==> src/rtl/env_pkg.sv <==
package env_pkg;
    typedef enum logic {
        DET_MAG = 1'b0,
        DET_POW = 1'b1
    } det_mode_e;
endpackage

==> src/rtl/env_abs_sat.sv <==
module env_abs_sat #(
    parameter int W = 12
) (
    input  logic signed [W-1:0] x,
    output logic        [W-2:0] mag
);
    localparam logic signed [W-1:0] MOST_NEG = {1'b1, {(W-1){1'b0}}};

    logic signed [W-1:0] neg_x;

    always_comb begin
        neg_x = -x;
        if (x == MOST_NEG) begin
            mag = '1;
        end else if (x[W-1]) begin
            mag = neg_x[W-2:0];
        end else begin
            mag = x[W-2:0];
        end
    end

    // rectification keeps zero as zero and nonzero as nonzero
    always_comb begin
        assert_abs_zero_R3: assert ((x == '0) == (mag == '0));
    end
endmodule

==> src/rtl/env_detect.sv <==
module env_detect
    import env_pkg::*;
#(
    parameter int DATA_W = 12,
    localparam int MAG_W = DATA_W - 1,
    localparam int SQ_W  = 2 * MAG_W + 1
) (
    input  logic signed [DATA_W-1:0] i_smp,
    input  logic signed [DATA_W-1:0] q_smp,
    input  det_mode_e                mode,
    output logic        [SQ_W-1:0]   contrib
);
    localparam int NCH = 2;

    logic signed [DATA_W-1:0] chan_x   [NCH];
    logic        [MAG_W-1:0]  chan_mag [NCH];
    logic        [2*MAG_W-1:0] chan_sq [NCH];

    assign chan_x[0] = i_smp;
    assign chan_x[1] = q_smp;

    for (genvar ch = 0; ch < NCH; ch++) begin : g_chan
        env_abs_sat #(.W(DATA_W)) u_abs (
            .x   (chan_x[ch]),
            .mag (chan_mag[ch])
        );
        assign chan_sq[ch] = chan_mag[ch] * chan_mag[ch];
    end

    always_comb begin
        if (mode == DET_POW) begin
            contrib = SQ_W'(chan_sq[0]) + SQ_W'(chan_sq[1]);
        end else begin
            contrib = SQ_W'(chan_mag[0]);
        end
    end
endmodule

==> src/rtl/env_leaky_int.sv <==
module env_leaky_int #(
    parameter int IN_W  = 23,
    parameter int SHIFT = 6,
    localparam int ACC_W = IN_W + SHIFT
) (
    input  logic            clk,
    input  logic            rst,
    input  logic            valid,
    input  logic [IN_W-1:0] sample,
    output logic [IN_W-1:0] env
);
    typedef struct packed {
        logic [ACC_W-1:0] acc;
    } int_state_t;

    int_state_t st_d, st_q;

    always_comb begin
        st_d = st_q;
        if (valid) begin
            st_d.acc = st_q.acc - ACC_W'(st_q.acc[ACC_W-1:SHIFT]) + ACC_W'(sample);
        end
    end

    always_ff @(posedge clk) begin
        if (rst) begin
            st_q <= '0;
        end else begin
            st_q <= st_d;
        end
    end

    assign env = st_q.acc[ACC_W-1:SHIFT];

    // no strobe, no movement
    assert_hold_R6: assert property (@(posedge clk) disable iff (rst)
        !valid |=> $stable(env));

    // output moves toward the contribution, never away from it
    assert_rise_toward_R9: assert property (@(posedge clk) disable iff (rst)
        (valid && sample >= env) |=> env >= $past(env));

    assert_fall_toward_R9: assert property (@(posedge clk) disable iff (rst)
        (valid && sample <= env) |=> env <= $past(env));
endmodule

==> src/rtl/env_follower.sv <==
module env_follower
    import env_pkg::*;
#(
    parameter int DATA_W = 12,
    parameter int SHIFT  = 6,
    localparam int MAG_W = DATA_W - 1,
    localparam int SQ_W  = 2 * MAG_W + 1
) (
    input  logic                     clk,
    input  logic                     rst,
    input  logic                     in_valid,
    input  logic signed [DATA_W-1:0] in_i,
    input  logic signed [DATA_W-1:0] in_q,
    input  logic                     sq_mode,
    output logic        [SQ_W-1:0]   env_out
);
    localparam logic [SQ_W-1:0] CONTRIB_MAX =
        SQ_W'((64'd1 << (2*MAG_W+1)) - (64'd1 << (MAG_W+2)) + 64'd2);

    logic      [SQ_W-1:0] contrib;
    det_mode_e            mode;

    assign mode = det_mode_e'(sq_mode);

    env_detect #(.DATA_W(DATA_W)) u_detect (
        .i_smp   (in_i),
        .q_smp   (in_q),
        .mode    (mode),
        .contrib (contrib)
    );

    env_leaky_int #(.IN_W(SQ_W), .SHIFT(SHIFT)) u_lpf (
        .clk    (clk),
        .rst    (rst),
        .valid  (in_valid),
        .sample (contrib),
        .env    (env_out)
    );

    // accumulator growth is bounded by the largest contribution
    assert_no_overflow_R7: assert property (@(posedge clk) disable iff (rst)
        env_out <= CONTRIB_MAX);

    // a contribution never exceeds the power-mode ceiling
    assert_contrib_bound_R7: assert property (@(posedge clk) disable iff (rst)
        in_valid |-> contrib <= CONTRIB_MAX);
endmodule

==> config.mk <==
export PLATFORM = sky130hd
export DESIGN_NAME = env_follower
export DESIGN_NICKNAME = d
export VERILOG_FILES = /design/src/rtl/env_pkg.sv /design/src/rtl/env_abs_sat.sv /design/src/rtl/env_detect.sv /design/src/rtl/env_leaky_int.sv /design/src/rtl/env_follower.sv
export SDC_FILE = /design/constraint.sdc
export NUM_CORES = 1
export LEC_CHECK = 0
export ABC_AREA = 1
export CAP_MARGIN = 20
export CORE_MARGIN = 2
export CORE_UTILIZATION = 55
export CTS_BUF_LIST = sky130_fd_sc_hd__clkbuf_4 sky130_fd_sc_hd__clkbuf_8
export DETAILED_ROUTE_END_ITERATION = 8
export GPL_TIMING_DRIVEN = 0
export PLACE_DENSITY = 0.74
export RECOVER_POWER = 25
export SLEW_MARGIN = 20
export SYNTH_ARGS = -nofsm -noshare
export SYNTH_HDL_FRONTEND = slang
export SYNTH_HIERARCHICAL = 1
export SYNTH_SLANG_ARGS = --single-unit
export TNS_END_PERCENT = 20
==> constraint.sdc <==
create_clock -name clk -period 11.85 [get_ports clk]
set_input_delay 2.37 -clock clk [delete_from_list [all_inputs] [get_ports clk]]
set_output_delay 2.37 -clock clk [all_outputs]
set_load 0.01 [all_outputs]
# --- Yosys cells after proc, flatten, opt, wreduce, memory -nomap -nowiden ---
# Index checks and enable logic that the tools add are counted.
totals:
  output_inout_bits: 23
  register_bits: 29
  inputBits: 28
op_classes:
  mux: 5
  addsub: 5
  eq_ne: 2
  mul: 2
ops:
  columns: ["operator", "n"]
  rows:
  - ["11-bit by 11-bit multiplier with 22-bit output", 2]
  - ["11-bit two-way mux", 4]
  - ["29-bit by 23-bit adder with 29-bit output", 1]
  - ["29-bit by 23-bit subtractor with 29-bit output", 1]
  - ["12-bit == test, second input constant", 2]
  - ["22-bit by 22-bit adder with 23-bit output", 1]
  - ["23-bit two-way mux", 1]
  - ["11-bit negator", 2]

# --- Depth between registers and ports, before layout ---
depth:
  depth_word: 7
  depth_mapped: 51

# --- Hierarchy ---
# The synthesis kept the hierarchy.
by_module_without_submodules:
  columns: ["mod", "cells_each", "n_inst", "area_each_um2"]
  rows:
  - ["env_detect", 989, 1, 7592.3]
  - ["env_leaky_int", 715, 1, 4170.2]
  - ["env_abs_sat", 66, 2, 327.8]

# --- Worst setup path before layout ---
# Ideal clock, no wire load.
synth_path:
  path_kind: "in2reg"
  start: "input in_q[0]"
  end: "register u_lpf/st_q[27] in the netlist's numbering"
  path_stages: 43
  slack_ps: 1786
  setup_ps: 109
  t_arrival_ps: 9955
  n_path_buf: 1
  cell_sequence: "inv_1 > ha_1 > nand2_2 > inv_2 > nand4_4 > nand2_1 > clkbuf_1 > nand2_1 > fa_1 > inv_1 > fa_1 > fa_1 > fa_1 > fa_1 > fa_1 > inv_1 > fa_1 > inv_1 > (+7 left out) > a21oi_1 > nor2_1 > inv_1 > fa_1 > inv_1 > ha_1 > nand2_1 > inv_1 > nand2_1 > nand2_1 > inv_1 > nand2_1 > a21oi_1 > nand2_1 > nand2_1 > nand3_1 > nand2_1 > inv_1"
synth_rtl:
  columns: ["element", "line", "source"]
  rows:
  - ["from (decl)", "env_follower.sv:13", "input logic signed [DATA_W-1:0] in_q,"]
  - ["to (signal assigned)", "env_leaky_int.sv:29", "st_q <= st_d;"]
  - ["to (decl)", "env_leaky_int.sv:16", "int_state_t st_d, st_q;"]

==> reports/metrics.csv <==
metric,value,unit
grt_pass1_wl,50.6,mm
min_path_cells,2,
antenna_found_initial,0,
wl_per_cell,13.5,microns
fin_nets,2231,
hold_path_end,u_lpf/st_q[0],
yosys.cell_types.count,39,
r2r-start,u_lpf/st_q[8],
fin_crit_sh,95.2,%
regToRegSetupSlack,9.18,ns
first_iter_violations,693,
syn_area,12400,sq um
clock_path_buffers,2,
htreeDepth,2,
syn_avg_cell_area,6.76,sq um
yosysSeqAreaShare,4.68,%
drc,0,
vias,10700,
worst_slew_pin_slew,0.710,ns
largest_reg_flops,29,
ys.flop_type,dfxtp_1,
synth_edf_count,0,
cts_tree,done,
synth_cells,1836,
port-buffer-count,47,
maxSlewViolCount,0,
period_minus_slack,11.28,ns
start_kind,input port,
ctsHoldBuffers,0,
first_global_vias,10700,
finalHoldViolCount,0,
hold_class,reg -> reg,
yosys.area.top_type,fa_1,
area_growth,7.63,%
clkTransAtPathRegs,0.08,ns
top_regs,u_lpf/st_q: 29 flops,
relSlewSlack,52.6,%
antennaDiodeCount,0,
async_reset_ff_share,0,%
cts_resized,0,
yosysTopAreaCellShare,29.8,%
crit_type,in -> reg,
pin_count,51,
cts_buffers,5,
clockRootBuffer,clkbuf_8,
postRouteAntennaNets,0,
final_core_util,60.7,%
drive_above_1_share,6.73,%
ys_ff_latch,29,
cp_slowest_cell,fa_1,
r2r_end,u_lpf/st_q[21],
fmax,0.0886,GHz
synth_nets,2182,
drtPass1Iterations,5,
critPathMostFrequentCell,inv_1,
crit_fanout,11,
start_util,56.4,%
reg2reg_depth,13,
die_y,154,microns
grt_max_degree,11,
seqCellArea,581,sq um
die_x,154,microns
cts.sinks,29,
fillCellCount,2130,
ys_warn_count,6,
track_usage,26.2,%
grt_overflow,0,
clk_latency,0.30,ns
core-area,22000,sq um
synthMostInstantiatedCell,inv_1,
finClkSkew,0.00702,ns
gp_congestion,0.931,
placementRows,54,
synthTopCellsByCount,"inv_1, nand2_1, fa_1",
setup_violations,0,
hpwl,25.9,mm
multi_input_comb_area,9280,sq um
detail_route.wirelength,29.2,mm
routed_via_density,4.92,
postCtsSetupBuffers,0,
grt_setup_unrepaired,false,
whs,0.470,ns
cap_violations,0,
netlist_top_cells_area,"fa_1, inv_1, nand2_1",
hp-start,u_lpf/st_q[0],
status,"finished, final reports clean",
setup_tns,0,ns
slowest_delay,0.56,ns
worstPathArrival,11.48,ns
regMostFlops,u_lpf/st_q,
dieArea,23800,sq um
worstSetupEndpointType,flip-flop,
crit_required,12.05,ns
-- critical path, delay by kind of cell --
family | cells | cell delay, ns
adder cells (fa/ha/maj) | 11 | 5.13
buffers and inverters | 13 | 1.34
AND/OR/NAND/NOR | 15 | 2.32
AO/OA/AOI/OAI | 2 | 0.29
-- logic make-up (layout without fill, tap and decap cells) --
kind of cell,after synthesis,count (layout),synth area share (%)
muxes,1,1,0.0806
buffers and inverters,655,705,20.6
adders and majority gates,318,318,43.2
xor gates and xnor gates,35,35,2.47
and+or+nand+nor,680,680,23.9
DFF,29,29,4.68
AOI/OAI and AO/OA,118,118,5.08
-- how the worst max path moves through the flow --
stage,to,slack (ns),cells past startpoint,startpoint
after floorplan,u_lpf/st_q[27],1.79,43,in_q[0]
after CTS,u_lpf/st_q[24],0.38,42,in_i[0]
final,u_lpf/st_q[21],0.57,41,in_i[0]
after detailed placement,u_lpf/st_q[24],0.09,42,in_i[0]
after global placement,u_lpf/st_q[24],0.19,42,in_i[1]
after global routing,u_lpf/st_q[24],0.004,43,in_i[1]
-- metrics by stage --
stage | instance area [sq um] | setup slack (ns) | cells
6_report | 13400 | 0.565 | 2166
5_1_grt | 13400 | 0.00409 | 2166
4_1_cts | 13400 | 0.383 | 2171
3_5_place_dp | 13200 | 0.0925 | 2163
3_3_place_gp | 13200 | 0.191 | 2163
2_1_floorplan | 12400 | 1.79 | 1836
-- per-layer routing --
| metal | part of all wire (%) | track usage, % |
|---|---|---|
| met2 | 46 | 43.9 |
| met3 | 7.2 | 3.05 |
| met4 | 1.5 | 4.37 |
| met5 | 0 | 0 |
| met1 | 46 | 37.5 |
-- cells in the final DEF, fill, tap and decap left out, types with 4 or more instances in the layout --
| master | n |
|---|---|
| clkbuf_8 | 6 |
| nor2_1 | 82 |
| fa_1 | 185 |
| xnor2_1 | 11 |
| inv_1 | 579 |
| clkbuf_2 | 9 |
| clkbuf_1 | 13 |
| xor2_1 | 24 |
| o21ai_0 | 29 |
| nor2_2 | 16 |
| a21oi_1 | 71 |
| dfxtp_1 | 29 |
| clkdlybuf4s50_1 | 35 |
| dlygate4sd3_1 | 12 |
| nand3_2 | 12 |
| nand2_1 | 456 |
| nand3_1 | 71 |
| buf_2 | 6 |
| o21bai_1 | 8 |
| nand2_2 | 16 |
| nand4_1 | 5 |
| ha_1 | 133 |
| nand3b_1 | 4 |
| buf_4 | 25 |
| inv_2 | 15 |
-- final cells by class --
cell class / instances / share of cell area (%)
Sequential cell: 29 / 4.34
Timing Repair Buffer: 47 / 3.52
Inverter: 594 / 16.7
Buffer: 56 / 2.47
Clock inverter: 1 / 0.225
Multi-Input combinational cell: 1152 / 69.5
Tap cell: 280 / 2.62
Clock buffer: 7 / 0.674
Power is not shown: default switching activity piles up to over one toggle a cycle in this logic, so the estimate is an artifact.
